File: config.mk
export PLATFORM = sky130hd
export DESIGN_NAME = pci_irq_router
export DESIGN_NICKNAME = d
export VERILOG_FILES = /design/src/rtl/pci_irq_router_pkg.sv /design/src/rtl/irq_line_classifier.sv /design/src/rtl/route_mode_reg.sv /design/src/rtl/irq_swizzle.sv /design/src/rtl/pci_irq_router.sv
export SDC_FILE = /design/constraint.sdc
export NUM_CORES = 1
export LEC_CHECK = 0
export ABC_AREA = 1
export ABC_CLOCK_PERIOD_IN_PS = 2340
export CORE_UTILIZATION = 30
export CTS_BUF_LIST = sky130_fd_sc_hd__clkbuf_16
export CTS_CLUSTER_DIAMETER = 30
export DETAILED_ROUTE_END_ITERATION = 8
export GPL_ROUTABILITY_DRIVEN = 1
export GPL_TIMING_DRIVEN = 0
export HOLD_SLACK_MARGIN = 0.15
export PLACE_DENSITY = 0.91
export SYNTH_ARGS = -nofsm -noshare
export SYNTH_HDL_FRONTEND = slang
export SYNTH_SLANG_ARGS = --single-unit
File: constraint.sdc
create_clock -name clk_i -period 2.34 [get_ports clk_i]
set_input_delay 0.351 -clock clk_i [delete_from_list [all_inputs] [get_ports clk_i]]
set_output_delay 0.351 -clock clk_i [all_outputs]
set_load 0.02 [all_outputs]
File: src/rtl/pci_irq_router_pkg.sv
package pci_irq_router_pkg;
  typedef enum logic [1:0] {
    MODE_UNDECIDED = 2'd0,
    MODE_LEGACY    = 2'd1,
    MODE_CORRECT   = 2'd2
  } route_mode_e;

  localparam logic [7:0] IRQ_LINE_OFF = 8'h3C;
  localparam int unsigned LEGACY_BASE = 27;
  localparam int unsigned LEGACY_BIAS = 64;
  localparam int unsigned OFFSET_A    = 2;
  localparam int unsigned OFFSET_B    = 3;
endpackage

File: src/rtl/irq_line_classifier.sv
module irq_line_classifier
  import pci_irq_router_pkg::*;
(
  input  logic [1:0]  slot_idx_i,
  input  logic [7:0]  value_i,
  output route_mode_e verdict_o
);
  localparam logic [7:0] BASE_LO = 8'(LEGACY_BASE);
  localparam logic [7:0] BASE_HI = 8'(LEGACY_BASE + LEGACY_BIAS);

  logic [7:0] slot_ext;
  assign slot_ext = {6'd0, slot_idx_i};

  always_comb begin
    if (value_i == BASE_LO)
      verdict_o = (slot_idx_i == 2'd2) ? MODE_UNDECIDED : MODE_LEGACY;
    else if (value_i == BASE_LO + slot_ext || value_i == BASE_HI + slot_ext)
      verdict_o = MODE_LEGACY;
    else
      verdict_o = MODE_CORRECT;
  end
endmodule

File: src/rtl/route_mode_reg.sv
module route_mode_reg
  import pci_irq_router_pkg::*;
(
  input  logic        clk_i,
  input  logic        rst_ni,
  input  logic [1:0]  init_mode_i,
  input  logic        detect_i,
  input  route_mode_e verdict_i,
  input  logic [1:0]  slot_idx_i,
  input  logic [7:0]  value_i,
  output route_mode_e mode_o
);
  route_mode_e mode_q, mode_d, strap_mode;
  logic        started_q;

  always_comb begin
    case (init_mode_i)
      2'd1:    strap_mode = MODE_LEGACY;
      2'd2:    strap_mode = MODE_CORRECT;
      default: strap_mode = MODE_UNDECIDED;
    endcase
  end

  // strap holds until the first edge after reset, then the register owns the mode
  assign mode_o = started_q ? mode_q : strap_mode;
  assign mode_d = (detect_i && mode_o == MODE_UNDECIDED) ? verdict_i : mode_o;

  always_ff @(posedge clk_i or negedge rst_ni) begin
    if (!rst_ni) begin
      started_q <= 1'b0;
      mode_q    <= MODE_UNDECIDED;
    end else begin
      started_q <= 1'b1;
      mode_q    <= mode_d;
    end
  end


  sticky_mode_chk: assert property (@(posedge clk_i) disable iff (!rst_ni)
    (mode_o != MODE_UNDECIDED) |=> (mode_o == $past(mode_o)));


  no_detect_hold_chk: assert property (@(posedge clk_i) disable iff (!rst_ni)
    !detect_i |=> (mode_o == $past(mode_o)));


  slot2_exception_chk: assert property (@(posedge clk_i) disable iff (!rst_ni)
    (detect_i && mode_o == MODE_UNDECIDED && value_i == 8'd27 && slot_idx_i == 2'd2)
      |=> (mode_o == MODE_UNDECIDED));


  correct_lock_chk: assert property (@(posedge clk_i) disable iff (!rst_ni)
    (detect_i && mode_o == MODE_UNDECIDED && value_i == 8'd200)
      |=> (mode_o == MODE_CORRECT));
endmodule

File: src/rtl/irq_swizzle.sv
module irq_swizzle
  import pci_irq_router_pkg::*;
#(
  parameter int unsigned NUM_SLOTS = 4,
  parameter int unsigned SLOT_BASE = 28
) (
  input  logic                   clk_i,
  input  logic                   rst_ni,
  input  logic                   variant_b_i,
  input  route_mode_e            mode_i,
  input  logic [4*NUM_SLOTS-1:0] pin_lvl_i,
  output logic [3:0]             irq_o
);
  localparam int unsigned PINS = 4;

  logic [3:0] slot_irq [NUM_SLOTS];
  logic       legacy;
  assign legacy = (mode_i == MODE_LEGACY);

  for (genvar s = 0; s < NUM_SLOTS; s++) begin : g_slot
    always_comb begin
      slot_irq[s] = '0;
      for (int p = 0; p < PINS; p++) begin
        if (pin_lvl_i[s*PINS+p]) begin
          if (legacy)
            slot_irq[s][0] = 1'b1;
          else if (variant_b_i)
            slot_irq[s][2'(SLOT_BASE + s + p + OFFSET_B)] = 1'b1;
          else
            slot_irq[s][2'(SLOT_BASE + s + p + OFFSET_A)] = 1'b1;
        end
      end
    end
  end

  always_comb begin
    irq_o = '0;
    for (int s = 0; s < NUM_SLOTS; s++) irq_o |= slot_irq[s];
  end


  legacy_route_chk: assert property (@(posedge clk_i) disable iff (!rst_ni)
    legacy |-> (irq_o[3:1] == 3'b000 && irq_o[0] == (|pin_lvl_i)));


  idle_low_chk: assert property (@(posedge clk_i) disable iff (!rst_ni)
    (pin_lvl_i == '0) |-> (irq_o == 4'b0000));


  count_bound_chk: assert property (@(posedge clk_i) disable iff (!rst_ni)
    ($countones(irq_o) <= $countones(pin_lvl_i)));
endmodule

File: src/rtl/pci_irq_router.sv
module pci_irq_router
  import pci_irq_router_pkg::*;
#(
  parameter int unsigned NUM_SLOTS = 4,
  parameter int unsigned SLOT_BASE = 28
) (
  input  logic                   clk_i,
  input  logic                   rst_ni,
  input  logic                   variant_b_i,
  input  logic [1:0]             init_mode_i,
  input  logic                   cfg_we_i,
  input  logic [15:0]            cfg_addr_i,
  input  logic [7:0]             cfg_wdata_i,
  input  logic [4*NUM_SLOTS-1:0] pin_lvl_i,
  output logic [3:0]             irq_o,
  output logic [1:0]             mode_o
);
  logic [4:0]  dev_num;
  logic [1:0]  slot_idx;
  logic        detect;
  logic [2:0]  unused_func;
  route_mode_e verdict, mode;

  assign dev_num     = cfg_addr_i[15:11];
  assign unused_func = cfg_addr_i[10:8];
  assign slot_idx    = dev_num[1:0];
  assign detect      = cfg_we_i && (cfg_addr_i[7:0] == IRQ_LINE_OFF) && !variant_b_i;

  irq_line_classifier u_classify (
    .slot_idx_i (slot_idx),
    .value_i    (cfg_wdata_i),
    .verdict_o  (verdict)
  );

  route_mode_reg u_mode (
    .clk_i       (clk_i),
    .rst_ni      (rst_ni),
    .init_mode_i (init_mode_i),
    .detect_i    (detect),
    .verdict_i   (verdict),
    .slot_idx_i  (slot_idx),
    .value_i     (cfg_wdata_i),
    .mode_o      (mode)
  );

  irq_swizzle #(
    .NUM_SLOTS (NUM_SLOTS),
    .SLOT_BASE (SLOT_BASE)
  ) u_swizzle (
    .clk_i       (clk_i),
    .rst_ni      (rst_ni),
    .variant_b_i (variant_b_i),
    .mode_i      (mode),
    .pin_lvl_i   (pin_lvl_i),
    .irq_o       (irq_o)
  );

  assign mode_o = mode;


  variant_b_hold_chk: assert property (@(posedge clk_i) disable iff (!rst_ni)
    variant_b_i |=> (mode_o == $past(mode_o)));
endmodule

==> impl.org <==
** Clock tree
- TritonCTS clock tree :: done
- Clock tree synthesis selected as its root buffer the cell clkbuf_16.
- Worst-path clk slew :: 30 ps
- At the later pin of the worst-skew pair, clock insertion delay measures 230 ps.
- In this run the number of H-tree levels came out at 1.
- Count of clock tree sinks :: 3
- Bufs on Longest Clock Path :: 2
- CTS Buf Count :: 3
- Post-CTS setup buffer count :: 0

** Routing
- 1st-iter DRT viols :: 12
- For this block, the routed nets add up to 1520 um of wire.
- Antenna-violating nets left :: 0
- Average wire per standard cell :: 9.80 um
- After detailed routing, the number of vias per cell comes to 4.49.
- DRT Pass-1 Iters :: 4
- Vias post-DR :: 696
- After detailed routing, the number of remaining DRC violations is 0.

** Yosys
- Counting every net in the synthesized netlist gives 138.
- Largest cells by area after synthesis :: nand2_1, dfrtp_1, inv_1, nand2_4, nor2_1
- A synthesized cell averages 5.64 um^2.
- nand2_1 takes more of the synthesized area than any other cell.
- Synth top area share :: 17.7%
- Number of synthesized flops with an enable pin :: 0
- Leading register cell type out of synthesis :: dfrtp_1
- Synth Cell Area :: 508 um^2
- Cell variety after synth :: 20
- By instance count, the leading cell after synthesis is nand2_1.
- Number of instances in the synthesized netlist :: 90
- Counting flops and latches in the post-synthesis netlist gives 3.
- After synthesis, the most frequently instantiated cells are nand2_1, inv_1, nor2_1, nand3_1, nand2_4.
- Yosys warning count :: 0
- Sequential cells were found to cover 14.8% of the synthesized design area.
- Counting flops with an async set or reset pin after synthesis yields a share of 100%.

** Critical path
- Required time at the worst-slack endpoint :: 1990 ps
- The worst register-to-register path has a setup slack of 1300 ps.
- Kind of start point of the critical path :: input port
- Peak per-stage delay on the critical path :: 400 ps
- The worst setup path is captured at an output port.
- For this design, the slowest cell found on the critical path is clkdlybuf4s50_1.
- STA puts the critical path data arrival time at 1760 ps.
- Maximum fanout count along the critical path :: 3
- The worst setup path is of the input port to output port kind.
- Cell count of the worst reg-to-reg path :: 8
- Traced cell by cell, the critical path runs through clkdlybuf4s50_1 > inv_1 > nand2_1 > nor3_1 > inv_1 > nor2_1 > a21oi_2 > dlygate4sd2_1.
- In this run the critical register-to-register path is launched from u_mode.started_q.
- Combined buffer and inverter count along the critical path :: 4
- In this design, the largest share of critical-path delay is due to buffers and inverters.
- Endpoint of the lowest-slack register-to-register path :: u_mode.mode_q[0]
- Counting stages on the worst path, the most repeated cell is inv_1.

** STA
- Max-slew violation count :: 0
- Count of endpoints failing setup in the final report :: 0
- Adding up every negative setup slack in the final design gives 0 ps.
- Setup repair after global routing left no endpoint under its margin.
- Clock skew on the completed layout was measured at 2.82 ps.
- Final hold violations :: 0
- Period Utilization, post-route :: 90.2%
- Subtracting the final worst setup slack from the clock period gives 2110 ps.
- Max frequency :: 474 MHz

** Global routing
- The first global-routing pass estimated 2590 um of wire.
- Total global routing track utilization :: 18.4%
- Via count of the first global-routing pass :: 672
- The initial antenna violation count is 0.
- After global routing the overflow that remains totals 0.
- Entering global routing, the biggest net connects 5 pins.

** Placement
- The wire-length estimate of the detail-placed layout is 1290 um.
- Post-Place Cell Area :: 978 um^2
- Routability-driven placement finished with a final weighted congestion of 0.758.
- The count of buffers added on input and output ports is 45.

** Status
- The run finished with clean final reports.

** Power
- IR Drop Worst-Case VDD :: 0.292 mV
- Power per Cell Area :: 454 nW/um^2
- In this run the static leakage power is 0.000557 uW.
- After layout, the design draws a total of 481 uW.

** Die
- Full die area :: 1860 um^2
- Pin placement for this block handled 52 I/O pins.
- Width of the chip :: 43.2 um
- Initial Util :: 33.0%
- The die is 43.2 um tall.
- The floorplan step defined a core boundary enclosing 1540 um^2.
- The floorplan has 14 rows.

** Flow run
- Reported max-cap violation count :: 0

** Layout
- From synthesis to final layout, the design area changed by 109%.
- After routing the design area is 1060 um^2.
- Final net count :: 188
- Fraction of final layout cells sized beyond drive strength 1 :: 12.2%
- ANT cells :: 0

** Hold path
- The worst hold path belongs to the class input port to asynchronous set/reset pin.
==> worst max-delay path by stage <==
stage | from | slack, ps | end | cells past startpoint
floorplan | u_mode.started_q | 840 | irq_o[1] | 7
global placement | init_mode_i[0] | 10 | irq_o[0] | 10
detailed placement | init_mode_i[0] | -30 | irq_o[0] | 10
CTS | init_mode_i[1] | 6 | irq_o[3] | 10
global route | pin_lvl_i[5] | 70 | irq_o[0] | 8
finish | pin_lvl_i[5] | 230 | irq_o[0] | 8
==> flip-flops by register name, indices dropped and copies added (netlist names) <==
| signal | count |
|---|---|
| u_mode.started_q | 1 |
| u_mode.mode_q | 2 |
==> kinds of logic (layout without fill, tap and decap cells) <==
group	count (synthesis)	in the layout	synth area share (%)
buffers and inverters	22	71	16.7
DFF	3	3	14.8
AOI/OAI and AO/OA	4	4	4.68
other	1	1	0.738
adders and majority gates	2	2	4.93
and+or+nand+nor	57	57	56.4
xor gates and xnor gates	1	1	1.72
==> per-layer routing <==
metal / GRT usage, % / part of all wire [%]
met5: 0 / 0
met3: 4.26 / 5.0
met2: 35.8 / 58
met1: 18.2 / 36
met4: 7.27 / 1.5
==> cell usage in the layout (no fill, tap or decap) <==
cell type / count
clkdlybuf4s50_1: 41
nand2_1: 24
inv_1: 19
nor2_1: 14
nand3_1: 6
nand2_4: 5
inv_2: 3
o21ai_1: 3
clkbuf_16: 3
dfrtp_1: 3
nand3_2: 2
ha_1: 2
dlygate4sd2_1: 2
dlymetal6s2s_1: 2
inv_4: 1
nor3_1: 1
nand2_2: 1
a21oi_2: 1
nor2b_1: 1
nor2_2: 1
nand3b_1: 1
xor2_1: 1
nand4_1: 1
conb_1: 1
==> per-stage QoR <==
step	util [%]	hold WS (ps)	setup WS [ps]	cells
2_1_floorplan	-	55.4	836	90
3_3_place_gp	63.5	539	12.1	151
3_5_place_dp	63.5	545	-29.9	151
4_1_cts	68.4	313	5.53	155
5_1_grt	68.8	322	73.5	155
6_report	68.8	307	229	155
==> where the power goes <==
part / total, uW / internal, uW / switching [uW] / leakage, uW
registers: 57.2 / 55.9 / 1.35 / 0.0000376
logic: 154 / 90.9 / 63.2 / 0.000477
clock network: 270 / 221 / 49.6 / 0.0000423
total: 481 / 367 / 114 / 0.000557
==> layout make-up <==
cell class	count	area, um^2
Inverter	22	85.1
Clock inverter	1	3.75
Sequential cell	3	75.1
Clock buffer	3	75.1
Tap cell	16	20.0
Fill cell	131	482
Multi-Input combinational cell	65	348
Timing Repair Buffer	45	453
==> timing repair <==
action,CTS,global route
hold buffers,0,0
resized for setup,2,2
endpoints found under the hold margin,0,0
setup endpoints to repair,2,2
No activity file was read; power rests on OpenSTA's default activity.
